--- src/rtl/trunc_counter.sv ---
module trunc_counter #(
  parameter int HI_W = 3
) (
  input  logic            clk,
  input  logic            clr_a,
  input  logic            clr_b,
  input  logic            tick_a,
  input  logic            tick_b,
  input  logic            chain,
  input  logic [1:0]      mode,
  output logic [HI_W:0]   q,
  output logic            tc
);
  localparam int W = HI_W + 1;
  localparam logic [W-1:0] DEC_CUT    = W'(10);
  localparam logic [W-1:0] TWELVE_CUT = W'(12);

  logic            both_clr, lo_nxt, hi_en, recycle;
  logic [HI_W-1:0] hi_nxt;
  logic [W-1:0]    cnt_nxt, cut;

  assign both_clr = clr_a & clr_b;
  assign lo_nxt   = q[0] ^ tick_a;
  assign hi_en    = chain ? (tick_a & q[0]) : tick_b;
  assign hi_nxt   = q[W-1:1] + HI_W'(hi_en);
  assign cnt_nxt  = {hi_nxt, lo_nxt};

  always_comb begin
    case (mode)
      2'd1:    cut = DEC_CUT;
      2'd2:    cut = TWELVE_CUT;
      default: cut = '0;
    endcase
  end

  assign recycle = chain & (cnt_nxt == cut);
  assign tc      = chain & tick_a & (q == cut - W'(1));

  always_ff @(posedge clk) begin
    if (both_clr | recycle) q <= '0;
    else                    q <= cnt_nxt;
  end
endmodule


--- config.mk ---
export PLATFORM = sky130hd
export DESIGN_NAME = trunc_counter
export DESIGN_NICKNAME = d
export VERILOG_FILES = /design/src/rtl/trunc_counter.sv
export SDC_FILE = /design/constraint.sdc
export NUM_CORES = 1
export LEC_CHECK = 0
export BUFFER_PORTS_ARGS = -buffer_cell sky130_fd_sc_hd__buf_4
export CAP_MARGIN = 0
export CORE_AREA = 4 4 41 43
export CTS_CLUSTER_SIZE = 10
export DETAILED_ROUTE_END_ITERATION = 6
export DIE_AREA = 0 0 45 47
export GPL_ROUTABILITY_DRIVEN = 0
export HOLD_SLACK_MARGIN = 0.06
export MAX_ROUTING_LAYER = met4
export SETUP_SLACK_MARGIN = 0.02
export SYNTH_ARGS = -nofsm -noshare
export SYNTH_HDL_FRONTEND = slang
export SYNTH_SLANG_ARGS = --single-unit
--- constraint.sdc ---
create_clock -name clk -period 6.6 [get_ports clk]
set_clock_uncertainty 0.2 [all_clocks]
set_input_delay 0.66 -clock clk [delete_from_list [all_inputs] [get_ports clk]]
set_output_delay 0.66 -clock clk [all_outputs]
set_load 0.05 [all_outputs]
## Yosys cells after proc, flatten, opt, wreduce, memory -nomap -nowiden

Cells that the tools add are included.

| storage, ports and cells | value |
|---|---|
| bits in registers | 4 |
| input port bits | 8 |
| output and inout bits | 5 |
| logic and storage cells | 16 |

| operators by class | value |
|---|---|
| add/sub/neg operators | 2 |
| equal/unequal tests | 4 |
| multiplexer cells | 2 |
| bitwise gates (word level) | 7 |

Operators by type and width:

| kind | count |
|---|---|
| 4-bit equality test | 2 |
| 4-bit one-hot mux with 2 select lines | 1 |
| 1-bit bitwise AND | 5 |
| 4-bit by 1-bit subtractor with 4-bit output, second input constant | 1 |
| 3-bit by 1-bit adder with 3-bit output | 1 |
| 2-bit by 1-bit equality test with 1-bit output, second input constant | 1 |
| 2-bit equality test, second input constant | 1 |
| 1-bit two-way mux | 1 |
| 1-bit OR | 1 |
| 1-bit bitwise XOR | 1 |

## Depth between registers and ports, before layout

| depth | value |
|---|---|
| word-level depth | 6 |
| gate-level depth with buffers | 7 |
| gate-level depth less buffers | 7 |

## Worst setup path after synthesis

Ideal clock, no wire load.

| timing | value |
|---|---|
| kind | input to output |
| start | in mode[0] |
| end | out tc |
| arrival | 2.219 ns |
| required time | 5.740 ns |
| path slack | 3.521 ns |
| stages on the path | 4 |
| path buffers | 0 |
| cells stage by stage | inv_1 ha_1 xor2_1 nor3_1 |

| between the ends | value |
|---|---|
| longest elaborated chain between the ends | 5 |
| elaborated cells between the ends (all ways) | 6 |
| classes of those cells | add/sub: 1; eq/ne: 3; mux: 1; bitwise: 1 |

RTL lines:

| item | line | RTL |
|---|---|---|
| from (decl) | 10 | `input logic [1:0] mode,` |
| 2-bit equality test or 2-bit by 1-bit equality test with 1-bit output (tied branches) | 29 | `case (mode)` |
| 4-bit one-hot mux with 2 select lines (*) | 29 |  |
| 4-bit by 1-bit subtractor with 4-bit output (*) | 37 | `assign tc = chain & tick_a & (q == cut - W'(1));` |
| 4-bit equality test (*) | 37 |  |
| 1-bit bitwise AND (*) | 37 |  |
| to (decl) | 12 | `output logic tc` |

Mark *: on every way between the ends. The rest lies on a longest branch, timed or not.

## Worst setup path after layout

Same ends and word-level chain as after synthesis.

==> flow_summary.rst <==
.. list-table::
   :header-rows: 1

   * - Metric
     - Value
   * - Worst-case hold slack
     - 0.403 ns
   * - Clock sink count
     - 4
   * - Final layout net count
     - 62
   * - Initial DRC count
     - 4
   * - CP dominant cell by count
     - buf_4
   * - Flip-flop count of the largest register after layout
     - 4
   * - Number of vias per cell
     - 4.26
   * - Placeable core area
     - roughly 0.0013 mm2
   * - Largest net degree at the start of global routing
     - 5
   * - Combinational power share
     - 0.565
   * - Number of buffers inserted for hold repair after clock tree synthesis
     - 0
   * - DR pass1 iterations
     - 3
   * - Final number of setup-violating endpoints
     - 0
   * - Share of synthesized area occupied by flip-flops and latches
     - 0.264
   * - Antenna violations before repair
     - 0
   * - Delay of the slowest critical-path stage
     - 0.33 ns
   * - Area contributors post-synth
     - dfxtp_1 (26%), ha_1 (21%), xor2_1 (8.7%)
   * - Flip-flop cell with the highest count after synthesis
     - dfxtp_1
   * - Post-CTS setup-driven buffer insertion count
     - 0
   * - GRT Residual Overflow
     - 0
   * - Reg power frac
     - 0.249
   * - Chain of cells forming the critical path
     - buf_4, inv_1, ha_1, xor2_1, nor3_1, buf_4
   * - Largest reg by FF count
     - q
   * - Chip Width
     - 45 um
   * - Via count of the first global-routing pass
     - between 200 and 300
   * - Total of cells resized after clock tree synthesis
     - 0
   * - Worst Hold Class
     - register to register
   * - TritonCTS clock tree
     - built
   * - Number of buffers created by CTS
     - 3
   * - Clock share of power
     - 0.185
   * - Area share of the largest cell type after synthesis
     - 0.264
   * - Most frequent cells after synthesis
     - ha_1 (5), dfxtp_1 (4), nand2_1 (4)
   * - PortBufs
     - 12
   * - Total vias in the final route
     - 264
   * - Worst setup slack before clock tree synthesis
     - 3.85 ns
   * - Library cell contributing the largest single delay on the critical path
     - ha_1
   * - Clock tree buffer depth
     - 2
   * - Largest registers
     - q: 4 flops
   * - Clock Pin Slew Worst Setup and Hold Paths
     - roughly 0.04 ns
   * - Global router's overall resource usage
     - 0.0792
   * - Max-slew violation count
     - 0
   * - Largest driver fanout on the critical path
     - 3
   * - Antenna fix cells
     - 0
   * - Critical path buffers and inverters
     - 3
   * - Data arrival, critical path
     - roughly 1.6 ns
   * - Total power per unit cell area
     - 383 mW/mm2
   * - Global-route wire length before repair
     - roughly 1.1 mm
   * - Max VDD drop
     - 176 uV
   * - Unrepaired setup endpoints after global routing
     - false
   * - Post-synthesis net count
     - 45
   * - Std-Cell Rows
     - 13
   * - Count of state elements after synthesis
     - 4
   * - Number of DRC violations after detailed routing
     - 0
   * - Count of synthesis-stage warnings from yosys
     - 0
   * - Starting density of the core
     - 0.233
   * - Height of the die
     - 47 um
   * - Slew @ Worst Pin
     - 0.291 ns
   * - IO Pins
     - 13
   * - Average detailed-routed wire length per instance
     - 10.2 um
   * - Wire length after detailed routing
     - 633 um
   * - Post-Synthesis Mean Instance Area
     - 9.46 um2
   * - Summed negative setup slack over all endpoints
     - 0 ns
   * - Cell area after placement
     - 412 um2
   * - Minimum period implied by the final worst setup slack
     - 2.49 ns
   * - Headroom to the max-slew limit
     - 0.805
   * - Share of flip-flops with an asynchronous set or reset after synthesis
     - 0
   * - Dominant delay contributor by cell family on the critical path
     - buffers and inverters
   * - Maximum frequency from static timing analysis
     - roughly 400 MHz
   * - Post-synthesis instance area
     - 303 um2
   * - Fin worst setup slack
     - 4.11 ns
   * - Status
     - finished, final reports clean
   * - CTS H-Tree Depth
     - 1
   * - Gate Count Post-Synth
     - 32
   * - Number of placed cells counting well taps
     - 59
   * - Lkg Pwr
     - roughly 0.23 nW
   * - Layout cell share with drive strength beyond 1
     - 0.362
   * - Switching power total
     - approximately 0.074 mW
   * - Worst skew pair latency
     - 0.24 ns
   * - Final hold violation count
     - 0
   * - Die outline area
     - ~0.0021 mm2
   * - Number of flops mapped to enable cells by yosys
     - 0
   * - Worst Setup Path Type
     - input port to primary output
   * - Critical Path Start Type
     - input port
   * - Data required time of the worst path
     - between 5 and 6 ns
   * - Number of different library cells in the post-synthesis netlist
     - 15
   * - Final non-filler cell area
     - between 400 and 500 um2
   * - Final period utilization
     - 0.377
   * - Max-cap violation count
     - 0
   * - Area growth syn-to-layout
     - 43.4%
   * - Master cell of the clock root buffer
     - clkbuf_4
   * - Final standard cell count with taps included and fillers excluded
     - 62
   * - Post-route antenna net violation count
     - 0
   * - Critical path capture point type
     - primary output
   * - Library cell with the largest summed area after synthesis
     - dfxtp_1
   * - Most instantiated library cell after synthesis
     - ha_1
   * - Number of fill cells
     - 147
   * - Cell Int Power
     - just over 0.09 mW
   * - Sw Share
     - 0.447
[cells by family (layout without fill, tap and decap cells)]
logic type,count (synthesis),count (layout),share of synthesized area
xor gates and xnor gates,6,6,0.219
adders and majority gates,5,5,0.207
muxes,1,1,0.0372
AOI/OAI and AO/OA,1,1,0.0207
buffers and inverters,3,18,0.0372
DFF,4,4,0.264
and+or+nand+nor,12,12,0.215
[tightest hold or removal path, cell delays in order (launching register included)]
cell,delay [ns]
dfxtp_1,0.38
xor2_1,0.09
nand2_1,0.06
a31oi_1,0.03
[power by group through the flow]
| stage | clock [mW] | combinational, mW | sequential [mW] |
|---|---|---|---|
| 2_1_floorplan | 0 | 0.0409 | 0.0704 |
| 3_3_place_gp | 0 | 0.0940 | 0.0418 |
| 3_5_place_dp | 0 | 0.0949 | 0.0418 |
| 4_1_cts | 0.0336 | 0.0952 | 0.0415 |
| 5_1_grt | 0.0346 | 0.102 | 0.0427 |
| 6_report | 0.0308 | 0.0939 | 0.0414 |
[cell type report]
class | count | area [um2] | area share
inverters | 3 | 11.3 | 0.0259
repair buffers | 12 | 90.1 | 0.207
flip-flops and latches | 4 | 80.1 | 0.184
multi-input cells | 25 | 211 | 0.487
well taps | 15 | 18.8 | 0.0432
clock buffers | 3 | 22.5 | 0.0519
[layout by cell type (no fill, tap or decap), types with 2 or more instances in the layout]
master     n
buf_4     12
ha_1       5
nand2_1    4
dfxtp_1    4
inv_1      3
xor2_1     3
nor2_1     3
clkbuf_4   3
xnor2_1    2
[final timing paths]
check / startpoint / to / slack (ns) / cells past startpoint
worst max register to register: q[0] / q[1] / 4.34 / 7
worst max-delay path: mode[0] / tc / 4.11 / 6
worst min register to register: q[3] / q[3] / 0.40 / 3
worst min-delay path: q[3] / q[3] / 0.40 / 3
[per-stage QoR]
step            util  power [mW]
4_1_cts        0.334       0.170
2_1_floorplan      -       0.111
3_3_place_gp   0.316       0.136
6_report       0.334       0.166
5_1_grt        0.334       0.179
3_5_place_dp   0.316       0.137
[per-layer routing]
layer / routed length (um) / vias up / track usage
met3: 71 / 0 / 0.0690
met1: 267 / 116 / 0.0799
met4: 0 / 0 / 0.0175
li1: - / 137 / -
met5: 0 / - / -
met2: 294 / 11 / 0.116
(Power assumes the default switching activity.)
